<file path="src/rtl/ptw_pkg.sv">
package ptw_pkg;

    typedef enum logic [2:0] {
        ST_IDLE,
        ST_L1_REQ,
        ST_L1_WAIT,
        ST_L2_REQ,
        ST_L2_WAIT,
        ST_DONE,
        ST_FAULT
    } walk_state_e;

    localparam int PTE_PRESENT_BIT = 0;
    localparam int PTE_READ_BIT    = 1;
    localparam int PTE_WRITE_BIT   = 2;

endpackage

</file>
<file path="src/rtl/ptw_pte_decode.sv">
module ptw_pte_decode #(
    parameter int PTE_W = 32,
    parameter int PPN_W = 22
) (
    input  logic [PTE_W-1:0]       pte,
    output logic                   is_ptr,
    output logic                   is_leaf,
    output logic [PPN_W-1:0]       ppn,
    output logic [PTE_W-PPN_W-1:0] attr
);
    import ptw_pkg::*;

    logic present;
    logic any_perm;

    always_comb begin
        present  = pte[PTE_PRESENT_BIT];
        any_perm = pte[PTE_READ_BIT] | pte[PTE_WRITE_BIT];
        is_ptr   = present & ~any_perm;
        is_leaf  = present & any_perm;
        ppn      = pte[PTE_W-1 -: PPN_W];
        attr     = pte[PTE_W-PPN_W-1:0];
    end

endmodule

</file>
<file path="src/rtl/ptw_addr_gen.sv">
module ptw_addr_gen #(
    parameter int PPN_W = 22,
    parameter int IDX_W = 10,
    parameter int OFF_W = 12,
    parameter int VPN_W = 20
) (
    input  logic                   sel_second,
    input  logic [PPN_W-1:0]       root_ppn,
    input  logic [PPN_W-1:0]       next_ppn,
    input  logic [VPN_W-1:0]       vpn,
    output logic [PPN_W+OFF_W-1:0] pte_addr
);
    localparam int ENTRY_SH = OFF_W - IDX_W;

    logic [IDX_W-1:0] idx_hi;
    logic [IDX_W-1:0] idx_lo;
    logic [PPN_W-1:0] base;
    logic [IDX_W-1:0] idx;

    always_comb begin
        idx_hi   = vpn[VPN_W-1 -: IDX_W];
        idx_lo   = vpn[IDX_W-1:0];
        base     = sel_second ? next_ppn : root_ppn;
        idx      = sel_second ? idx_lo : idx_hi;
        pte_addr = {base, idx, {ENTRY_SH{1'b0}}};
    end

endmodule

</file>
<file path="src/rtl/ptw_walker.sv">
module ptw_walker #(
    parameter int VA_W  = 32,
    parameter int OFF_W = 12,
    parameter int IDX_W = 10,
    parameter int PPN_W = 22,
    parameter int PTE_W = 32,
    localparam int VPN_W  = VA_W - OFF_W,
    localparam int PA_W   = PPN_W + OFF_W,
    localparam int ATTR_W = PTE_W - PPN_W
) (
    input  logic              clk,
    input  logic              rst_n,
    input  logic              miss_valid,
    input  logic [VA_W-1:0]   miss_vaddr,
    input  logic [PPN_W-1:0]  root_ppn,
    output logic              busy,
    output logic              mem_req_valid,
    input  logic              mem_req_ready,
    output logic [PA_W-1:0]   mem_req_addr,
    input  logic              mem_rsp_valid,
    input  logic [PTE_W-1:0]  mem_rsp_data,
    output logic              refill_valid,
    output logic [VPN_W-1:0]  refill_vpn,
    output logic [PPN_W-1:0]  refill_ppn,
    output logic [ATTR_W-1:0] refill_attr,
    output logic              fault_valid,
    output logic [VA_W-1:0]   fault_vaddr,
    output logic              fault_level
);
    import ptw_pkg::*;

    walk_state_e state_q, state_d;

    logic [VA_W-1:0]   va_q;
    logic [PPN_W-1:0]  root_q;
    logic [PPN_W-1:0]  next_ppn_q;
    logic [PPN_W-1:0]  leaf_ppn_q;
    logic [ATTR_W-1:0] leaf_attr_q;
    logic              flt_lvl_q;

    logic              dec_ptr;
    logic              dec_leaf;
    logic [PPN_W-1:0]  dec_ppn;
    logic [ATTR_W-1:0] dec_attr;
    logic              sel_second;

    ptw_pte_decode #(.PTE_W(PTE_W), .PPN_W(PPN_W)) u_dec (
        .pte     (mem_rsp_data),
        .is_ptr  (dec_ptr),
        .is_leaf (dec_leaf),
        .ppn     (dec_ppn),
        .attr    (dec_attr)
    );

    ptw_addr_gen #(.PPN_W(PPN_W), .IDX_W(IDX_W), .OFF_W(OFF_W), .VPN_W(VPN_W)) u_agen (
        .sel_second (sel_second),
        .root_ppn   (root_q),
        .next_ppn   (next_ppn_q),
        .vpn        (va_q[VA_W-1 -: VPN_W]),
        .pte_addr   (mem_req_addr)
    );

    always_ff @(posedge clk) begin
        if (!rst_n) state_q <= ST_IDLE;
        else        state_q <= state_d;
    end

    always_comb begin
        state_d = state_q;
        unique case (state_q)
            ST_IDLE:    if (miss_valid)    state_d = ST_L1_REQ;
            ST_L1_REQ:  if (mem_req_ready) state_d = ST_L1_WAIT;
            ST_L1_WAIT: if (mem_rsp_valid) state_d = dec_ptr ? ST_L2_REQ : ST_FAULT;
            ST_L2_REQ:  if (mem_req_ready) state_d = ST_L2_WAIT;
            ST_L2_WAIT: if (mem_rsp_valid) state_d = dec_leaf ? ST_DONE : ST_FAULT;
            ST_DONE:                       state_d = ST_IDLE;
            ST_FAULT:                      state_d = ST_IDLE;
            default:                       state_d = ST_IDLE;
        endcase
    end

    always_ff @(posedge clk) begin
        if (!rst_n) begin
            va_q        <= '0;
            root_q      <= '0;
            next_ppn_q  <= '0;
            leaf_ppn_q  <= '0;
            leaf_attr_q <= '0;
            flt_lvl_q   <= 1'b0;
        end else begin
            if (state_q == ST_IDLE && miss_valid) begin
                va_q   <= miss_vaddr;
                root_q <= root_ppn;
            end
            if (state_q == ST_L1_WAIT && mem_rsp_valid) begin
                next_ppn_q <= dec_ppn;
                flt_lvl_q  <= 1'b0;
            end
            if (state_q == ST_L2_WAIT && mem_rsp_valid) begin
                leaf_ppn_q  <= dec_ppn;
                leaf_attr_q <= dec_attr;
                flt_lvl_q   <= 1'b1;
            end
        end
    end

    always_comb begin
        busy          = (state_q != ST_IDLE);
        mem_req_valid = (state_q == ST_L1_REQ) || (state_q == ST_L2_REQ);
        sel_second    = (state_q == ST_L2_REQ);
        refill_valid  = (state_q == ST_DONE);
        fault_valid   = (state_q == ST_FAULT);
        refill_vpn    = va_q[VA_W-1 -: VPN_W];
        refill_ppn    = leaf_ppn_q;
        refill_attr   = leaf_attr_q;
        fault_vaddr   = va_q;
        fault_level   = flt_lvl_q;
    end

endmodule

</file>
<file path="config.mk">
export PLATFORM = sky130hd
export DESIGN_NAME = ptw_walker
export DESIGN_NICKNAME = d
export VERILOG_FILES = /design/src/rtl/ptw_pkg.sv /design/src/rtl/ptw_pte_decode.sv /design/src/rtl/ptw_addr_gen.sv /design/src/rtl/ptw_walker.sv
export SDC_FILE = /design/constraint.sdc
export NUM_CORES = 1
export LEC_CHECK = 0
export CAP_MARGIN = 20
export CELL_PAD_IN_SITES_DETAIL_PLACEMENT = 1
export CELL_PAD_IN_SITES_GLOBAL_PLACEMENT = 1
export CORE_ASPECT_RATIO = 0.9
export CORE_UTILIZATION = 30
export CTS_BUF_LIST = sky130_fd_sc_hd__clkbuf_2 sky130_fd_sc_hd__clkbuf_4 sky130_fd_sc_hd__clkbuf_8
export DETAILED_ROUTE_END_ITERATION = 16
export PLACE_DENSITY = 0.82
export SKIP_CTS_REPAIR_TIMING = 1
export SYNTH_ARGS = -nofsm -noshare
export SYNTH_HDL_FRONTEND = slang
export SYNTH_HIERARCHICAL = 1
export SYNTH_SLANG_ARGS = --single-unit
</file>
<file path="constraint.sdc">
create_clock -name clk -period 1.4 [get_ports clk]
set_input_delay 0.14 -clock clk [delete_from_list [all_inputs] [get_ports clk]]
set_output_delay 0.14 -clock clk [all_outputs]
set_load 0.02 [all_outputs]
</file>
======== Word level (Yosys, flattened, before mapping) ========
Cells that the tools add are included.
storage, ports and cells
  register bits after elaboration ......... 112
  input bits .............................. 91
  logic and storage cells ................. 42
  output and inout bits ................... 123
cells by class
  mux-type cells .......................... 12
  equality and inequality tests ........... 11
  reductions and logical operators ........ 8
  bitwise logic cells ..................... 4
operators by type and width
  kind                                                  count
  2-to-1 mux 22 bit                                     1
  2-to-1 mux 3 bit                                      6
  one-hot mux 3 bit (5 select lines)                    1
  2-to-1 mux 10 bit                                     1
  != test 2 bit (second input constant)                 5
  equality test 3 bit (second input constant)           3
  equality test 3 x 2 -> 1 bit (second input constant)  2
  AND reduction 5 bit                                   1
  equality test 3 x 1 -> 1 bit (second input constant)  1
  logical AND 1 bit                                     3
  logical NOT 3 bit                                     1
  nonzero test 3 bit                                    1
  AND 1 bit                                             2
  2-to-1 mux 1 bit                                      2
  2-to-1 mux 2 bit                                      1
  nonzero test 2 bit                                    1
  logical OR 1 bit                                      1
  NOT 1 bit                                             1
  bitwise OR 1 bit                                      1

======== Longest topological paths before layout ========
  word-level depth ........................ 6
  depth in mapped cells ................... 6
  gate-level depth less buffers ........... 5

======== By module ========
Netlist, hierarchy kept.
modules (own cells, without submodules)
  module          sequential area each (um2)  times used  cells an instance  area each (um2)
  ptw_walker      2242.2                      1           528                4606.9
  ptw_addr_gen    0.0                         1           39                 563.0
  ptw_pte_decode  0.0                         1           34                 260.2

======== Worst setup path after synthesis ========
OpenSTA, ideal clock, no wires.
  kind .................................... register to output
  start ................................... register state_q[0]
  end ..................................... output port mem_req_addr[10]
  data required time ...................... 1.260 ns
  data arrival time ....................... 1.548 ns
  stages on the path, launching flop included .. 7
  slack ................................... -0.288 ns
  path buffers ............................ 3
  path through ............................ dfxtp_1 buf_2 and2b_1 and2_1 buf_6 buf_12 mux2_4
on the way
  word-level cells in the longest chain between the ends .. 2
RTL lines
  element                       line                source
  from (decl)                   ptw_walker.sv:32    walk_state_e state_q, state_d;
  from (signal assigned)        ptw_walker.sv:65    else state_q <= state_d;
  equality test 3 x 2 -> 1 bit  ptw_walker.sv:110   sel_second = (state_q == ST_L2_REQ);
  via sel_second                ptw_walker.sv:45    logic sel_second;
  2-to-1 mux 10 bit             ptw_addr_gen.sv:24  idx = sel_second ? idx_lo : idx_hi;
  to (decl)                     ptw_walker.sv:19    output logic [PA_W-1:0] mem_req_addr,
The timed path passes the listed nets, and every way through them passes these cells.

======== Worst setup path in the final report ========
  start ................................... register state_q[2]
  end ..................................... output port mem_req_addr[4]
The elaborated chain is that of the path after synthesis.

==> metrics.md <==
| Metric | Value |
|---|---|
| CTS Buf Count | `9` |
| Die H | `130 um` |
| Total grt overflow | `0` |
| Lkg Pwr | `4.37 nW` |
| # IOs | `214` |
| Status | `finished with violations` |
| Vias per inst | `4.45` |
| DRC viols | `0` |
| Diode count | `0` |
| Power per cell area | `1410 nW/um2` |
| GRT Total Usage | `17.5%` |
| WHS Path Cells | `3` |
| Mapped Cells | `601` |
| Period utilization | `140%` |
| Via count | `4474` |
| Clk pwr share | `18.9%` |
| Violated checks | `setup timing` |
| Final GP Congestion | `0.752` |
| Port bufs | `211` |
| Post-DP HPWL | `11800 um` |
| Final setup fails | `66` |
| Post-synthesis area per instance | `9.04 um2` |
| Peak VDD IR | `757 uV` |
| Final worst slack | `-0.554 ns` |
| Unique cell type count in the Yosys netlist | `33` |
| Clk Latency, worst-skew pair | `0.38 ns` |
| WL/cell | `16.6 um` |
| FF-to-FF End | `state_q[2]` |
| Yosys Warn Count | `6` |
| Overall Power | `11.3 mW` |
| Reg2Reg Setup Slack | `-0.04 ns` |
| Core area | `17700 um2` |
| Drt pass-1 iters | `4` |
| H-tree Lvls | `3` |
| Longest Clk Path Bufs | `2` |
| Count of final max-slew check failures | `0` |
| Max cap viols | `0` |
| Switching part of the total | `36.3%` |
| Largest net degree at the start of global routing | `113` |
| Hold Violations, Final | `0` |
| P&R area growth vs syn | `47.2%` |
| Chip width | `144 um` |
| Worst Clk Skew | `0.0124 ns` |
| Setup CP Type | `reg2out` |
| Achievable frequency | `512 MHz` |
| Final nets | `853` |
| GRT met1 Usage | `20.2%` |
| CTS root buffer | `clkbuf_8` |
| Layout cells sized above 1 | `20.5%` |
| 1st-iter DRT viols | `104` |
| Initial antenna violation count | `0` |
| Synth Register Bits | `112` |
| RSZ-0062 raised after global routing | `true` |
| CP required | `1.26 ns` |
| Worst setup SP type | `flop` |
| Area leader, netlist | `dfxtp_1` |
| GR peak layer | `met2` |
| Hold Crit Start | `rst_n` |
| Seq pwr share | `35.4%` |
| Reg2reg path depth | `5` |
| Met2 Resource Use GR | `30.1%` |
| Placed cell count | `984` |
| Antenna-violating nets left | `0` |
| Power share of the combinational group | `45.7%` |
| CTS tree | `built` |
| Die footprint | `18600 um2` |
| Synth top area cells | `dfxtp_1, nand2_1, mux2_4, buf_4, a21boi_1` |
| Sequential share of the synthesized area | `41.3%` |
| Worst EP arrival | `1.81 ns` |
| Hold-critical path endpoint | `fault_vaddr[31]` |
| Finished Layout Cells | `1006` |
| Pre-CTS setup slack | `-0.499 ns` |
| Initial core utilization | `30.7%` |
| Cell internal pwr | `7.17 mW` |
| Synth Cell Area | `5430 um2` |
| Crit. End Element | `output port` |
| Worst min-delay path class | `in2reg` |
| Met3 Track Usage GR | `6.21%` |
| First-pass GRT wire length | `24700 um` |
| Min Tclk post-route | `1.95 ns` |
| Clk slew on worst S/H paths | `0.10 ns` |
| CTS Sinks | `112` |
| Vias in the first global route | `4665` |
| Cell Rows | `46` |
| Routed WL | `16700 um` |
| Net Switching | `4.09 mW` |
| Reg2reg start | `state_q[1]` |
| Worst Path Max Fanout | `5` |
| Post-synth top area share | `41.3%` |
==> worst max path at each step <==
stage | startpoint | endpoint | slack [ns] | depth (start not counted)
2_1_floorplan | state_q[0] | mem_req_addr[10] | -0.16 | 6
3_3_place_gp | state_q[2] | mem_req_addr[14] | -0.44 | 5
3_5_place_dp | state_q[2] | mem_req_addr[14] | -0.50 | 5
4_1_cts | state_q[2] | mem_req_addr[14] | -0.94 | 5
5_1_grt | state_q[2] | mem_req_addr[4] | -0.63 | 6
6_report | state_q[2] | mem_req_addr[4] | -0.55 | 6
==> cell usage after synthesis (all sizes together) <==
| library cell | number |
|---|---|
| nor3 | 1 |
| and2b | 1 |
| buf | 74 |
| a211oi | 1 |
| mux2 | 32 |
| clkbuf | 20 |
| a41oi | 1 |
| nand2b | 1 |
| a21oi | 2 |
| o21a | 1 |
| and3 | 1 |
| o21ai | 1 |
| nand3 | 1 |
| nor4b | 1 |
| nor2 | 1 |
| dfxtp | 112 |
| conb | 1 |
| mux2i | 3 |
| nand2 | 220 |
| nor2b | 4 |
| a21boi | 109 |
| a31oi | 1 |
| nor3b | 5 |
| and2 | 3 |
| inv | 4 |
==> sequential cells by signal, indices dropped and copies added, names as in the netlist <==
signal / flops
state_q: 3
refill_attr: 10
next_ppn_q: 22
root_q: 22
refill_ppn: 22
fault_vaddr: 32
fault_level: 1
==> power by group through the flow <==
stage	Combinational (mW)	Clock, mW	Sequential, mW
after floorplan	2.70	0	4.29
after global placement	4.83	0	4.05
after detailed placement	4.93	0	4.07
after CTS	4.95	2.23	4.00
after global routing	5.54	2.35	4.05
final	5.14	2.13	3.99
==> cell families after synthesis <==
group	after synthesis	share of synthesized area, %
flip-flops	112	41.3
AND/OR/NAND/NOR	239	17.8
AO/OA/AOI/OAI	116	18.1
multiplexers	35	9.26
other	1	0.0691
buffers and inverters	98	13.5
==> routing by layer <==
| layer | share of wire (%) | up-vias |
|---|---|---|
| li1 | - | 2202 |
| met1 | 43 | 2117 |
| met2 | 49 | 138 |
| met3 | 7.0 | 17 |
| met4 | 1.7 | 0 |
| met5 | 0 | - |
==> cell usage in the layout (no fill, tap or decap), types with 3 or more instances in the layout <==
cell type        instances
clkbuf_8                 9
inv_1                    3
a21boi_0                23
clkdlybuf4s50_1         90
buf_12                  10
buf_2                    6
clkbuf_2                 9
mux2i_1                  3
a21boi_1                56
buf_6                   19
nor3b_2                  3
mux2_4                  31
dfxtp_1                110
nand2_1                219
dlymetal6s2s_1          89
a21boi_2                30
clkbuf_16                3
and2_4                   3
nor2b_1                  4
buf_4                   16
==> area by class of cell <==
type,count,area (um2)
Timing Repair Buffer,243,2710
Fill cell,1995,9680
Clock buffer,10,131
Multi-Input combinational cell,392,2510
Clock inverter,5,81.3
Tap cell,240,300
Sequential cell,112,2240
Inverter,4,15.0
==> per-stage QoR <==
step	TNS (ns)	hold slack (ns)	utilization [%]	cell area, um2
after detailed placement	-20.28	0.448	42.1	7430
after floorplan	-5.03	0.275	-	5450
after CTS	-48.45	0.265	43.3	7650
final	-16.76	0.286	45.2	7990
after global routing	-26.96	0.266	45.2	7990
after global placement	-14.85	0.441	42.1	7430
==> critical path, cell delays in order, from the launching register on <==
cell       delay (ns)
dfxtp_2          0.33
and2b_2          0.21
and2_4           0.16
buf_12           0.13
clkbuf_16        0.15
mux2_4           0.29
clkbuf_2         0.15
No activity file was read; power rests on OpenSTA's default activity.
